--- src/rtl/tpf_pkg.sv ---
package tpf_pkg;
  // Strobes from the control unit to the datapath.
  typedef struct packed {
    logic stagePend;   // park incoming config in the pending register
    logic commitCfg;   // move a config into the active register
    logic fromPort;    // commit takes the port values instead of the pending ones
    logic capture;     // a bus beat is present this cycle
  } ctrlStrobes_t;
endpackage

--- src/rtl/tpfControl.sv ---
module tpfControl
  import tpf_pkg::*;
(
  input  logic         clk,
  input  logic         rstN,
  input  logic         cfgWrEn,
  input  logic         busValid,
  output ctrlStrobes_t strobes
);
  logic pendValid;
  logic commitNow;

  // Config changes only land in a bus-idle cycle, so every beat sees one setting.
  assign commitNow = (cfgWrEn | pendValid) & ~busValid;

  always_comb begin
    strobes.stagePend = cfgWrEn & busValid;
    strobes.commitCfg = commitNow;
    strobes.fromPort  = cfgWrEn;
    strobes.capture   = busValid;
  end

  always_ff @(posedge clk or negedge rstN) begin
    if (!rstN)               pendValid <= 1'b0;
    else if (commitNow)      pendValid <= 1'b0;
    else if (cfgWrEn)        pendValid <= 1'b1;
  end

  // a pending write survives every cycle that carries a beat
  assert_pend_held_R9: assert property (@(posedge clk) disable iff (!rstN)
    (pendValid && busValid) |=> pendValid);
  // a pending write is committed by the first idle cycle
  assert_pend_commit_R9: assert property (@(posedge clk) disable iff (!rstN)
    (pendValid && !busValid) |=> !pendValid);
endmodule

--- src/rtl/tpfWindowMatch.sv ---
module tpfWindowMatch #(
  parameter int TAG_W = 7
) (
  input  logic [TAG_W-1:0] storedTag,
  input  logic [TAG_W-1:0] beatTag,
  input  logic [TAG_W:0]   width,
  output logic             hit
);
  logic [TAG_W:0] diff;

  // One extra bit: its top bit set means the signed difference is negative.
  assign diff = {1'b0, storedTag} - {1'b0, beatTag};
  assign hit  = ~diff[TAG_W] & (diff < width);
endmodule

--- src/rtl/tpfDatapath.sv ---
module tpfDatapath
  import tpf_pkg::*;
#(
  parameter int TAG_W  = 7,
  parameter int DATA_W = 32
) (
  input  logic              clk,
  input  logic              rstN,
  input  ctrlStrobes_t      strobes,
  input  logic [TAG_W-1:0]  cfgTagA,
  input  logic [TAG_W-1:0]  cfgTagB,
  input  logic [TAG_W:0]    cfgWidth,
  input  logic [TAG_W-1:0]  busTag,
  input  logic [DATA_W-1:0] busData,
  output logic              outValid,
  output logic [DATA_W-1:0] outData
);
  localparam int NUM_TAGS = 2;

  logic [TAG_W-1:0] pendTag [NUM_TAGS];
  logic [TAG_W-1:0] actTag  [NUM_TAGS];
  logic [TAG_W-1:0] portTag [NUM_TAGS];
  logic [TAG_W:0]   pendWidth, actWidth;
  logic [NUM_TAGS-1:0] hits;
  logic accept;

  assign portTag[0] = cfgTagA;
  assign portTag[1] = cfgTagB;

  for (genvar g = 0; g < NUM_TAGS; g++) begin : gTag
    always_ff @(posedge clk or negedge rstN) begin
      if (!rstN) begin
        pendTag[g] <= '0;
        actTag[g]  <= '0;
      end else begin
        if (strobes.stagePend) pendTag[g] <= portTag[g];
        if (strobes.commitCfg)
          actTag[g] <= strobes.fromPort ? portTag[g] : pendTag[g];
      end
    end

    tpfWindowMatch #(.TAG_W(TAG_W)) uMatch (
      .storedTag (actTag[g]),
      .beatTag   (busTag),
      .width     (actWidth),
      .hit       (hits[g])
    );
  end

  always_ff @(posedge clk or negedge rstN) begin
    if (!rstN) begin
      pendWidth <= '0;
      actWidth  <= '0;
    end else begin
      if (strobes.stagePend) pendWidth <= cfgWidth;
      if (strobes.commitCfg) actWidth <= strobes.fromPort ? cfgWidth : pendWidth;
    end
  end

  assign accept = strobes.capture & (|hits);

  always_ff @(posedge clk or negedge rstN) begin
    if (!rstN) begin
      outValid <= 1'b0;
      outData  <= '0;
    end else begin
      outValid <= accept;
      if (accept) outData <= busData;
    end
  end

  // no output without a bus beat one cycle before
  assert_out_needs_beat_R7: assert property (@(posedge clk) disable iff (!rstN)
    outValid |-> $past(strobes.capture));
  // forwarded word is the bus word of the previous cycle
  assert_out_data_R7: assert property (@(posedge clk) disable iff (!rstN)
    outValid |-> (outData == $past(busData)));
  // a drop leaves the output word untouched
  assert_drop_holds_R3: assert property (@(posedge clk) disable iff (!rstN)
    !outValid |-> $stable(outData));
  // active setting never changes across a cycle that carried a beat
  assert_cfg_stable_R9: assert property (@(posedge clk) disable iff (!rstN)
    strobes.capture |=> $stable(actWidth));
  // width zero never admits a beat
  assert_zero_width_R10: assert property (@(posedge clk) disable iff (!rstN)
    (actWidth == '0) |=> !outValid);
endmodule

--- src/rtl/tagPairFilter.sv ---
module tagPairFilter
  import tpf_pkg::*;
#(
  parameter int TAG_W  = 7,
  parameter int DATA_W = 32
) (
  input  logic              clk,
  input  logic              rstN,
  input  logic              cfgWrEn,
  input  logic [TAG_W-1:0]  cfgTagA,
  input  logic [TAG_W-1:0]  cfgTagB,
  input  logic [TAG_W:0]    cfgWidth,
  input  logic              busValid,
  input  logic [TAG_W-1:0]  busTag,
  input  logic [DATA_W-1:0] busData,
  output logic              outValid,
  output logic [DATA_W-1:0] outData
);
  ctrlStrobes_t strobes;

  tpfControl uCtrl (
    .clk      (clk),
    .rstN     (rstN),
    .cfgWrEn  (cfgWrEn),
    .busValid (busValid),
    .strobes  (strobes)
  );

  tpfDatapath #(.TAG_W(TAG_W), .DATA_W(DATA_W)) uDp (
    .clk      (clk),
    .rstN     (rstN),
    .strobes  (strobes),
    .cfgTagA  (cfgTagA),
    .cfgTagB  (cfgTagB),
    .cfgWidth (cfgWidth),
    .busTag   (busTag),
    .busData  (busData),
    .outValid (outValid),
    .outData  (outData)
  );
endmodule

--- config.mk ---
export PLATFORM = sky130hd
export DESIGN_NAME = tagPairFilter
export DESIGN_NICKNAME = d
export VERILOG_FILES = /design/src/rtl/tpf_pkg.sv /design/src/rtl/tpfControl.sv /design/src/rtl/tpfWindowMatch.sv /design/src/rtl/tpfDatapath.sv /design/src/rtl/tagPairFilter.sv
export SDC_FILE = /design/constraint.sdc
export NUM_CORES = 1
export LEC_CHECK = 0
export BUFFER_PORTS_ARGS = -buffer_cell sky130_fd_sc_hd__buf_2
export CAP_MARGIN = 20
export CORE_MARGIN = 2
export CORE_UTILIZATION = 56
export CTS_CLUSTER_DIAMETER = 50
export CTS_CLUSTER_SIZE = 40
export DETAILED_ROUTE_END_ITERATION = 10
export PLACE_DENSITY = 0.83
export SLEW_MARGIN = 20
export SYNTH_ARGS = -nofsm -noshare
export SYNTH_HDL_FRONTEND = slang
export SYNTH_SLANG_ARGS = --single-unit
--- constraint.sdc ---
create_clock -name clk -period 6.9 [get_ports clk]
set_clock_uncertainty 0.2 [all_clocks]
set_input_delay 0.69 -clock clk [delete_from_list [all_inputs] [get_ports clk]]
set_output_delay 0.69 -clock clk [all_outputs]
set_load 0.03 [all_outputs]
; ---- After elaboration in Yosys (flattened, before gate mapping)
; Index checks and enable logic that the tools add are counted.
[totals]
regBits = 78
input_bits = 65
output_inout_bits = 33
elab_cells = 29
[op_classes]
addsub = 2
magnitude_cmp = 2
n_mux = 5
bitwise = 9
n_reduce_logical = 2
[op_table]
columns = op, n
row1 = $lt 8x8->1, 2
row2 = $sub 7x7->8, 2
row3 = $mux 7, 2
row4 = $mux 8, 1
row5 = $and 1x1->1, 5
row6 = $not 1->1, 3
row7 = $mux 1, 2
row8 = $reduce_bool 2->1, 1
row9 = $reduce_or 2->1, 1
row10 = $or 1x1->1, 1

; ---- Longest topological paths before layout
; Gate-level depths: netlist (run 1).
[logic_depth]
ltp_word = 5
ltp_mapped = 16
ltp_nobuf = 15

; ---- By module
; A second synthesis (run 1) with hierarchy kept.
[unflattened]
cells_unflattened = 351
area_unflattened_um2 = 4077.7
[by_module_without_submodules]
columns = mod, n_inst, cells_per_inst, area_per_inst_um2, seq_area_each_um2
row1 = tpfDatapath, 1, 212, 3061.7, 1926.8
row2 = tpfWindowMatch, 2, 66, 471.7, 0.0
row3 = tpfControl, 1, 7, 72.6, 25.0

; ---- Worst setup path after synthesis (run 1)
; Ideal clock, no wire load.
[synth_timing]
kind = in2reg
from = in busTag[1]
to = reg uDp.outData[10]
setup_time_ps = 125
arrival_time_ps = 3463
required_time_ps = 6575
path_slack_ps = 3112
path_stages = 14
path_buffers = 1
cell_sequence = inv_1 ha_1 and2b_2 o31a_1 o21ai_0 nand2b_1 xor2_1 ha_1 a211oi_1 nor2_1 nor4b_2 a32oi_4 buf_6 mux2_4
[synth_between]
elab_chain_len = 5
elab_cells_between_ends = 10
cone_classes = 2 x add/sub / 2 x order compare / 5 x bitwise / 1 x reduce/logical
[synth_lines]
columns = item, line_no
row1 = start: declaration, tagPairFilter.sv:14  ; input logic [TAG_W-1:0] busTag,
row2 = $sub 7x7->8, tpfWindowMatch.sv:12  ; assign diff = {1'b0, storedTag} - {1'b0, beatTag};
row3 = $lt 8x8->1 / $not 1->1 (equally long branches), tpfWindowMatch.sv:13  ; assign hit = ~diff[TAG_W] & (diff < width);
row4 = $and 1x1->1, tpfWindowMatch.sv:13
row5 = $reduce_or 2->1 *, tpfDatapath.sv:60  ; assign accept = strobes.capture & (|hits);
row6 = $and 1x1->1 *, tpfDatapath.sv:60
row7 = end signal: assignment, tpfDatapath.sv:68  ; if (accept) outData <= busData;
row8 = end: declaration, tpfDatapath.sv:16  ; output logic [DATA_W-1:0] outData
; Mark *: on every way between the ends. The rest lies on a longest branch, timed or not.
; A chain may end at the register's enable or synchronous reset.

; ---- Worst setup path after layout (run 1)
[layout_timing]
from = reg uDp.actTag[0] (netlist bit)
to = reg uDp.outData[0]
[layout_between]
elab_chain_len = 5
elab_cells_between_ends = 6
cone_classes = 1 x add/sub / 1 x order compare / 3 x bitwise / 1 x reduce/logical
[layout_lines]
columns = item, line_no
row1 = start: declaration, tpfDatapath.sv:21  ; logic [TAG_W-1:0] actTag [NUM_TAGS];
row2 = start signal: indexed assignment, tpfDatapath.sv:38  ; actTag[g] <= strobes.fromPort ? portTag[g] : pendTag[g];
row3 = $sub 7x7->8 *, tpfWindowMatch.sv:12
row4 = $lt 8x8->1 / $not 1->1 (equally long branches), tpfWindowMatch.sv:13
row5 = $and 1x1->1 *, tpfWindowMatch.sv:13
row6 = $reduce_or 2->1 *, tpfDatapath.sv:60
row7 = $and 1x1->1 *, tpfDatapath.sv:60
; Marked as above.

==> results of run 1 <==
flip-flops by register name (all words and copies together) (netlist names):
register         cells
uCtrl.pendValid      1
uDp.pendWidth        8
uDp.pendTag         14
uDp.actTag          14
uDp.outData         32
uDp.actWidth         8
uDp.outValid         1
placed cells by master, fill, tap and decap left out, types with 3 or more instances in the layout:
| master | netlist | final |
|---|---|---|
| a21o_1 | 5 | 5 |
| a21oi_1 | 10 | 10 |
| buf_2 | 0 | 96 |
| buf_4 | 0 | 3 |
| clkbuf_8 | 0 | 9 |
| dfrtp_1 | 78 | 78 |
| ha_1 | 28 | 28 |
| inv_1 | 21 | 21 |
| mux2_2 | 25 | 25 |
| mux2_4 | 29 | 29 |
| mux2i_1 | 22 | 22 |
| nand2_1 | 24 | 24 |
| nor2_1 | 9 | 9 |
| o21a_1 | 6 | 6 |
| o21ai_0 | 28 | 28 |
| xnor2_1 | 4 | 4 |
| xor2_1 | 4 | 4 |
stage by stage:
| step | power [W] | hold slack, ns |
|---|---|---|
| floorplan | 0.00127 | 0.194 |
| global placement | 0.00145 | 0.262 |
| detailed placement | 0.00148 | 0.270 |
| CTS | 0.00182 | 0.288 |
| global route | 0.00191 | 0.310 |
| finish | 0.00180 | 0.283 |
layer usage:
| metal | GRT usage [%] | up-vias | routed length, microns |
|---|---|---|---|
| li1 | - | 1364 | - |
| met1 | 27.5 | 1336 | 3560 |
| met2 | 35.6 | 99 | 4060 |
| met3 | 7.40 | 19 | 572 |
| met4 | 8.41 | 0 | 191 |
| met5 | 0 | - | 0 |
worst reg2reg max path, delay by kind of cell, from the launching register on:
kind,cells,cell delay (ns)
muxes,1,0.41
DFF,1,0.38
adders and majority gates,3,0.85
xor gates and xnor gates,1,0.09
AOI/OAI and AO/OA,6,1.24
and+or+nand+nor,1,0.09
buffers and inverters,3,0.62
worst paths after layout:
kind	startpoint	end	slack (ns)
max	uDp.actTag[0]	uDp.outData[0]	2.90
max reg2reg	uDp.actTag[0]	uDp.outData[0]	2.90
min	uDp.actWidth[3]	uDp.actWidth[3]	0.28
min reg2reg	uDp.actWidth[3]	uDp.actWidth[3]	0.28
min in group asynchronous	rstN	uDp.outData[24]	0.29
max in group asynchronous	rstN	uDp.actTag[11]	5.60
kinds of logic after synthesis:
logic type                 synth area share (%)
AOI/OAI and AO/OA                          9.96
xor gates and xnor gates                   1.71
adders and majority gates                  9.50
buffers and inverters                      3.56
DFF                                        47.5
muxes                                      22.8
and+or+nand+nor                            4.93
power by group:
part | internal (W) | switching [W] | leakage [nW]
combinational | 0.000354 | 0.000446 | 1.50
sequential | 0.000596 | 0.0000822 | 0.939
clock | 0.000166 | 0.000161 | 0.0927
cell type report:
type,instances,area [sq um]
inverter,21,78.8
timing repair buffer,99,503
multi-input combinational,222,2010
fill,529,2320
tap,99,124
clock inverter,5,60.1
sequential,78,1950
clock buffer,10,128
cells in the mapped netlist (2+ instances only):
cell type	n
a211o_2	2
nor2b_1	2
nor2_1	9
a21oi_1	10
mux2_2	25
o21ai_0	28
nand2_1	24
fa_1	2
mux2i_1	22
inv_1	21
mux2_4	29
nor3_1	2
o21a_1	6
o21bai_1	3
a21o_1	5
dfrtp_1	78
xor2_1	4
xnor2_1	4
buf_6	3
or4_1	2
a211oi_1	2
ha_1	28
clkbuf_1	6
buf_1	3
==> metrics.cfg, run 1 <==
[timing]
fmax_ghz = 0.250
final.setup.worst_slack_ns = 2.90
finalSetupViolCount = 0
tightest_slew_ns = 1.02
grt_setup_unrepaired = no
maxSlewHeadroom_pct = 31.8
min_period_ns = 4.00
hold_viol_final = 0
slew_viol_final = 0
final.period_utilization_pct = 58.0
fin_setup_tns_ns = 0

[setup_path]
crit_buf_inv = 3
crit_family = compound AO/OA/AOI/OAI gates
required_ns = 6.94
setup.worst_path.end_class = flop
worstRegToRegCells = 15
critPathSlowestCell = buf_4
path_cells = inv_1, ha_1, inv_1, fa_1, a21o_1, a21oi_1, o21bai_1, a21oi_1, xnor2_1, ha_1, nand4_1, a211o_2, a32oi_4, buf_4, mux2_2
start_kind = flop
arrival_ns = 4.04
worstSetupPathDepth = 15
cp_max_fo = 33
slowest_delay_ns = 0.50
crit_type = flop to flop

[job]
cap_violations = 0

[routing]
post_drt_wl_per_cell_microns = 15.7
drt_iter0_markers = 91
first_pass_iters = 4
drc = 0
wirelength_mm = 8.38
viasPerCell = 5.28
drtAntennaViolNets = 0
vias = 2818

[clocking]
clockBufferDepth = 2
cts_tree = built
numCtsBuffers = 9
clk_pin_slew_ns = 0.08
root_buffer = clkbuf_8
cts_sinks = 78
cts_setup_buffers = 0
cts-htree-levels = 3
post_cts_resized = 0
hold_buffers = 0
clock_latency_ns = 0.35

[yosys]
synth_seq_area_share_pct = 47.5
yosys-top-cells-area = dfrtp_1, mux2_4, ha_1
ys_async_sr_fraction_pct = 100
synth-edff-count = 0
synth_top_area_cell = dfrtp_1
postSynthCellCount = 333
ys_seq_elements = 78
synth_flop_cell = dfrtp_1
avgSynthCellArea_sq_um = 12.3
synth_cell_types = 37
yosysWarnings = 0
synth_area_sq_mm = 0.00411
synth_fp_nets = 428
synth_top_area_share_pct = 47.5

[global_route]
grt_util_all_layers_pct = 22.0
grt_max_degree = 79
grt_pass1_vias = 2920
gr-total-overflow = 0
antenna_found_initial = 0
grt_pass1_wl_mm = 13.3

[placement]
place_congestion = 0.820
io_buffers = 97
dp_slack_ns = 2.57
place_area_sq_mm = 0.00467
dp_hpwl_mm = 6.22
dp.cells = 519

[layout]
syn_to_final_growth_pct = 18.3
stdcell_area_sq_mm = 0.00486
final_util_pct = 67.7
fin_nets = 526
drive_above_1_share_pct = 39.8
instances_no_fill = 534
antenna-diode-count = 0

[floorplan]
start_util_pct = 57.2
fp.dieW_microns = 89.6
die_height_microns = 89.6
core_area_sq_mm = 0.00718
rows = 31
dieArea_sq_mm = 0.00804
io_pins = 98

[hold_path]
holdPathStages = 2
min_path_type = flop to flop

[power_and_ir_drop]
leakage_nw = 2.53
powerDensity_mw_per_mm2 = 371
ir_drop_uv = 363

[run_status]
status = complete, no violations

Note: power is estimated with default switching activity, not from simulation.
==> inputs of run 2 (changes only) <==
Settings changed: ABC_AREA set to 1, CORE_UTILIZATION 56 to 49, PLACE_DENSITY 0.83 to 0.77.
Clock period 6.9 ns to 3.25 ns, I/O delays scaled along.
==> metrics.cfg, run 2 <==
[placement]
dp_hpwl_mm = 6.52  ; +4.7%
place_congestion = 0.872  ; +6.4%
io_buffers = 97  ; unchanged
dp_slack_ns = 0.126  ; -2.44 ns

[layout]
layout_commonest_cell = nand2_1
fin_nets = 656  ; +25%
layout_common_cells = nand2_1, buf_2, dfrtp_1
syn_to_final_growth_pct = 19.7
top_register = uDp.outData
fillCellCount = 719  ; +36%
largest_reg_flops = 32  ; unchanged
reg_top3 = uDp.outData: 32 flops, uDp.actTag: 14 flops, uDp.pendTag: 14 flops
drive_above_1_share_pct = 24.2  ; -16 points
antenna-diode-count = 0  ; unchanged

[yosys]
synth_top_area_cell = dfrtp_1
synth_cell_types = 22  ; -41%
synth-edff-count = 0  ; unchanged
yosys-top-cells-count = nand2_1, dfrtp_1, inv_1, nand3_1, ha_1
yosysWarnings = 0  ; unchanged
postSynthCellCount = 464  ; +39%
avgSynthCellArea_sq_um = 8.78  ; -29%
synth_seq_area_share_pct = 47.9  ; +0.38 points
synth_area_sq_mm = 0.00408  ; -0.79%
synth_fp_nets = 559  ; +31%
synth_top_area_share_pct = 47.9  ; +0.38 points
synth_flop_cell = dfrtp_1
ys_seq_elements = 78  ; unchanged
ys_async_sr_fraction_pct = 100  ; unchanged
yosys-top-cells-area = dfrtp_1, nand2_1, ha_1
synth.most_common_cell = nand2_1

[floorplan]
fp.dieW_microns = 95.2  ; +6.2%
die_height_microns = 95.2  ; +6.2%
rows = 33  ; +6.5%
dieArea_sq_mm = 0.00906  ; +13%
io_pins = 98  ; unchanged
start_util_pct = 50.1  ; -7.1 points
core_area_sq_mm = 0.00813  ; +13%

[power_and_ir_drop]
powerDensity_mw_per_mm2 = 777  ; +110%
power_w = 0.00379  ; +110%
ir_drop_uv = 529  ; +45%
leakage_nw = 2.63  ; +4.3%

[clocking]
cts_tree = built
clock_latency_ns = 0.34  ; about the same
root_buffer = clkbuf_8
cts-htree-levels = 3  ; unchanged
clockBufferDepth = 2  ; unchanged
cts_sinks = 78  ; unchanged
clk_pin_slew_ns = 0.08  ; about the same
cts_setup_buffers = 0  ; unchanged
numCtsBuffers = 9  ; unchanged

[setup_path]
cp_max_fo = 22  ; -33%
required_ns = 3.33  ; -3.61 ns
crit_buf_inv = 3  ; unchanged
crit_top_cell = nand2_1
arrival_ns = 3.14  ; -0.90 ns
critPathSlowestCell = fa_1
crit_family = simple AND/OR/NAND/NOR gates
setup.worst_path.end_class = flop
slowest_delay_ns = 0.39  ; -0.11 ns
crit_type = flop to flop
path_cells = inv_1, ha_1, inv_1, fa_1, nand3_1, nand2_1, nand2_1, nand2_1, a21oi_1, xnor2_1, ha_1, nand2_1, o21a_1, nand3_2, nand2_8, buf_12, nand3_1, nand2_1
start_kind = flop

[timing]
slew_viol_final = 0  ; unchanged
final.period_utilization_pct = 94.1  ; +36 points
fmax_ghz = 0.327  ; +31%
fin_setup_tns_ns = 0  ; unchanged
min_period_ns = 3.06  ; -0.945 ns
hold_ws_ns = 0.0109  ; -0.272 ns
hold_viol_final = 0  ; unchanged
finalSetupViolCount = 0  ; unchanged
maxSlewHeadroom_pct = 34.5  ; +2.7 points
final.setup.worst_slack_ns = 0.191  ; -2.71 ns
tightest_slew_ns = 0.982  ; -0.0387 ns

[global_route]
use_met2_pct = 33.4  ; -2.2 points
antenna_found_initial = 0  ; unchanged
grt_pass1_wl_mm = 14.7  ; +10%
gr-total-overflow = 0  ; unchanged
grt_util_all_layers_pct = 20.7  ; -1.4 points
grt_pass1_vias = 3200  ; +9.6%
met1_usage_pct = 27.3  ; -0.22 points
grt_busiest_layer = met2
grt_max_degree = 79  ; unchanged
grtUsageMet3_pct = 5.69  ; -1.7 points

[routing]
vias = 3396  ; +21%
drtAntennaViolNets = 0  ; unchanged
drt_iter0_markers = 165  ; +81%
post_drt_wl_per_cell_microns = 13.5  ; -14%
drc = 0  ; unchanged
first_pass_iters = 7  ; +3
wirelength_mm = 9.06  ; +8.2%
viasPerCell = 5.06  ; -4.1%

[run_status]
status = complete, no violations

[hold_path]
min_path_type = input pin to flop

[job]
cap_violations = 0  ; unchanged

-- run 2: cells by family (layout without fill, tap and decap cells) --
kind of cell	after synthesis	after routing	share of synthesized area [%]
flip-flops	78	78	47.9
AO/OA/AOI/OAI	60	60	8.78
buffers and inverters	65	166	7.06
XOR/XNOR	10	10	2.15
multiplexers	13	13	3.59
AND/OR/NAND/NOR	208	209	20.9
adder cells (fa/ha/maj)	30	30	9.58
-- run 2: tightest hold or removal path, cell delays in order --
cell	delay, ns
buf_2	0.07
nand3_1	0.07
nand2_1	0.06
-- run 2: per-layer routing --
layer / wire, microns / part of all wire (%)
met1: 4050 / 45
met2: 4330 / 48
met3: 584 / 6.4
met4: 96 / 1.1
met5: 0 / 0
-- run 2: final cells by class --
type | count | area (sq um) | share of cell area [%]
clock buffers | 11 | 151 | 3.10
clock inverters | 5 | 31.3 | 0.641
inverters | 43 | 161 | 3.31
multi-input cells | 322 | 1860 | 38.2
flip-flops and latches | 78 | 1950 | 40.0
well taps | 105 | 131 | 2.69
repair buffers | 107 | 588 | 12.1
-- run 2: repair_timing --
item	CTS	global route
hold endpoints to repair	81	1
resized for setup	0	5
hold buffers	4	1
endpoints found under the setup margin	0	32
-- run 2: where the power goes --
part	leakage [nW]	switching, W	internal, W	total, W
logic	1.60	0.00113	0.000582	0.00171
clock network	0.0955	0.000359	0.000318	0.000677
registers	0.944	0.000154	0.00125	0.00140
-- run 2: through the flow --
step / utilization (%) / cells / cell area, sq um
after floorplan: - / 464 / 4080
after global placement: 56.6 / 649 / 4610
after detailed placement: 56.6 / 649 / 4610
after CTS: 59.4 / 669 / 4830
after global routing: 60.0 / 671 / 4880
final: 60.0 / 671 / 4880
-- run 2: worst paths after layout --
check / startpoint / to / slack, ns / cells after the start
worst min-delay path: busData[30] / uDp.outData[30] / 0.01 / 3
worst min register to register: uDp.outData[9] / uDp.outData[9] / 0.27 / 2
min in group asynchronous: rstN / uDp.actWidth[2] / 0.46 / 2
max in group asynchronous: rstN / uDp.pendWidth[2] / 1.73 / 2
worst max register to register: uDp.actTag[7] / uDp.outData[12] / 0.19 / 18
worst max-delay path: uDp.actTag[7] / uDp.outData[12] / 0.19 / 18
==> inputs of run 3 (changes only) <==
Settings changed: CTS_BUF_LIST set to sky130_fd_sc_hd__clkbuf_16.
==> metrics.cfg, run 3 (synthesis gave the netlist of run 2 again) <==
[layout]
reg_top3 = uDp.outData: 32 flops, uDp.actTag: 14 flops, uDp.pendTag: 14 flops
multiInputGateArea_sq_mm = 0.00186  ; unchanged
layout_common_cells = nand2_1, buf_2, dfrtp_1
fin_nets = 652  ; -0.61%
regArea_sq_mm = 0.00195  ; unchanged
fillCellCount = 717  ; -0.28%
drive_above_1_share_pct = 24.2  ; about the same
syn_to_final_growth_pct = 20.6
top_register = uDp.outData
antenna-diode-count = 0  ; unchanged
layout_commonest_cell = nand2_1
largest_reg_flops = 32  ; unchanged

[timing]
hold_ws_ns = -0.0618  ; -0.0727 ns
tightest_slew_ns = 0.980  ; -0.00234 ns
min_period_ns = 3.06  ; -0.00231 ns
hold_viol_final = 78  ; +78
fmax_ghz = 0.327  ; about the same
final.period_utilization_pct = 94.1  ; about the same
finalSetupViolCount = 0  ; unchanged
maxSlewHeadroom_pct = 34.7  ; +0.16 points
grt_setup_unrepaired = no
fin_setup_tns_ns = 0  ; unchanged
final.setup.worst_slack_ns = 0.193  ; +0.00231 ns
slew_viol_final = 0  ; unchanged

[global_route]
antenna_found_initial = 0  ; unchanged
grt_max_degree = 79  ; unchanged
grt_util_all_layers_pct = 21.2  ; +0.48 points
gr-total-overflow = 0  ; unchanged
grt_pass1_vias = 3211  ; +0.34%
grt_pass1_wl_mm = 14.9  ; +1.5%

[run_status]
status = finished with violations
violations = hold timing

[job]
cap_violations = 0  ; unchanged

[floorplan]
start_util_pct = 50.1  ; unchanged
rows = 33  ; unchanged
die_height_microns = 95.2  ; unchanged
io_pins = 98  ; unchanged
fp.dieW_microns = 95.2  ; unchanged
core_area_sq_mm = 0.00813  ; unchanged
dieArea_sq_mm = 0.00906  ; unchanged

[clocking]
cts_sinks = 78  ; unchanged
numCtsBuffers = 9  ; unchanged
hold_buffers = 0  ; -4
cts_tree = built
clockBufferDepth = 2  ; unchanged
clk_pin_slew_ns = 0.06  ; -0.02 ns
cts-htree-levels = 3  ; unchanged
root_buffer = clkbuf_16
clock_latency_ns = 0.33  ; about the same

[placement]
dp_slack_ns = 0.126  ; unchanged
place_congestion = 0.872  ; unchanged
io_buffers = 97  ; unchanged
dp_hpwl_mm = 6.52  ; unchanged

[setup_path]
crit_path_end = uDp.outData[22]
startpoint = uDp.actTag[7]
crit-reg2reg-launch = uDp.actTag[7]
required_ns = 3.32  ; about the same
arrival_ns = 3.13  ; about the same
worstRegToRegCells = 18  ; unchanged
cp_max_fo = 22  ; unchanged
start_kind = flop
setup.worst_path.end_class = flop
reg2reg_slack_ns = 0.19  ; about the same
crit_type = flop to flop
reg2reg_to = uDp.outData[22]

[routing]
drt_iter0_markers = 154  ; -6.7%
top_layer_used = met4
first_pass_iters = 5  ; -2
drtAntennaViolNets = 0  ; unchanged
post_drt_wl_per_cell_microns = 13.9  ; +3.0%
route.met3.wl_microns = 650  ; +11%
vias = 3438  ; +1.2%
dr_wl_met2_mm = 4.37  ; +0.85%
drc = 0  ; unchanged
wirelength_mm = 9.28  ; +2.4%
viasPerCell = 5.15  ; +1.8%
drt-met1-wl_mm = 4.09  ; +0.89%

[power_and_ir_drop]
ir_drop_uv = 619  ; +17%
powerDensity_mw_per_mm2 = 819  ; +5.3%
power_w = 0.00402  ; +6.1%
leakage_nw = 2.65  ; +0.65%

[hold_path]
min_path_type = input pin to async pin

-- run 3: cell count changes in the layout (fill, tap and decap cells not counted) --
cell           previous run  this run
buf_12                    1         0
buf_4                     5         6
buf_8                     0         1
dlygate4sd3_1             5         0
clkinv_1                  0         2
clkbuf_8                 11         0
clkbuf_16                 0         9
-- run 3: layout make-up --
type / count / area share, %
clock buffer: 9 / 4.58
clock inverter: 7 / 0.789
tap: 105 / 2.67
timing repair buffer: 103 / 11.0
inverter: 43 / 3.28
multi-input combinational: 322 / 37.9
sequential: 78 / 39.7
-- run 3: metal layers --
layer	up-vias	global-route usage (%)
li1	1699	-
met1	1596	27.7
met2	125	33.9
met3	18	6.32
met4	0	6.52
met5	-	0
-- run 3: per-stage QoR --
step	utilization, %	instances	cell area [sq um]
3_3_place_gp	56.6	649	4610
2_1_floorplan	-	464	4080
4_1_cts	59.9	665	4870
5_1_grt	60.4	667	4910
3_5_place_dp	56.6	649	4610
6_report	60.4	667	4910
-- run 3: worst min path at each step --
| stage | startpoint | to | slack [ns] | cells after the start |
|---|---|---|---|---|
| after floorplan | rstN | uCtrl.pendValid | -0.17 | 0 |
| after global placement | uDp.outData[24] | uDp.outData[24] | 0.25 | 2 |
| after detailed placement | uDp.outData[9] | uDp.outData[9] | 0.26 | 2 |
| after CTS | rstN | uDp.actTag[1] | 0.000004 | 1 |
| after global routing | busData[26] | uDp.outData[26] | 0.02 | 3 |
| final | rstN | uDp.actWidth[2] | -0.06 | 1 |
-- run 3: timing repair --
action,4_1_cts,5_1_grt
gates resized for setup,0,4
setup endpoints to repair,0,32
buffers inserted,0,1
-- run 3: critical path, stage by stage (launching register included) --
cell and delay (ns):
dfrtp_1 0.36, inv_1 0.08, ha_1 0.15, inv_1 0.07, fa_1 0.39, nand3_1 0.09
nand2_1 0.08, nand2_1 0.06, nand2_1 0.06, a21oi_1 0.19, xnor2_1 0.14, ha_1 0.24
nand2_1 0.08, o21a_1 0.14, nand3_2 0.14, nand2_8 0.14, buf_8 0.18, nand3_1 0.09
nand2_1 0.11
-- run 3: where the power goes --
| group | internal, W | leakage, nW | total (W) | switching (W) |
|---|---|---|---|---|
| combinational | 0.000579 | 1.58 | 0.00171 | 0.00113 |
| sequential | 0.00125 | 0.944 | 0.00141 | 0.000156 |
| clock | 0.000510 | 0.130 | 0.000903 | 0.000393 |
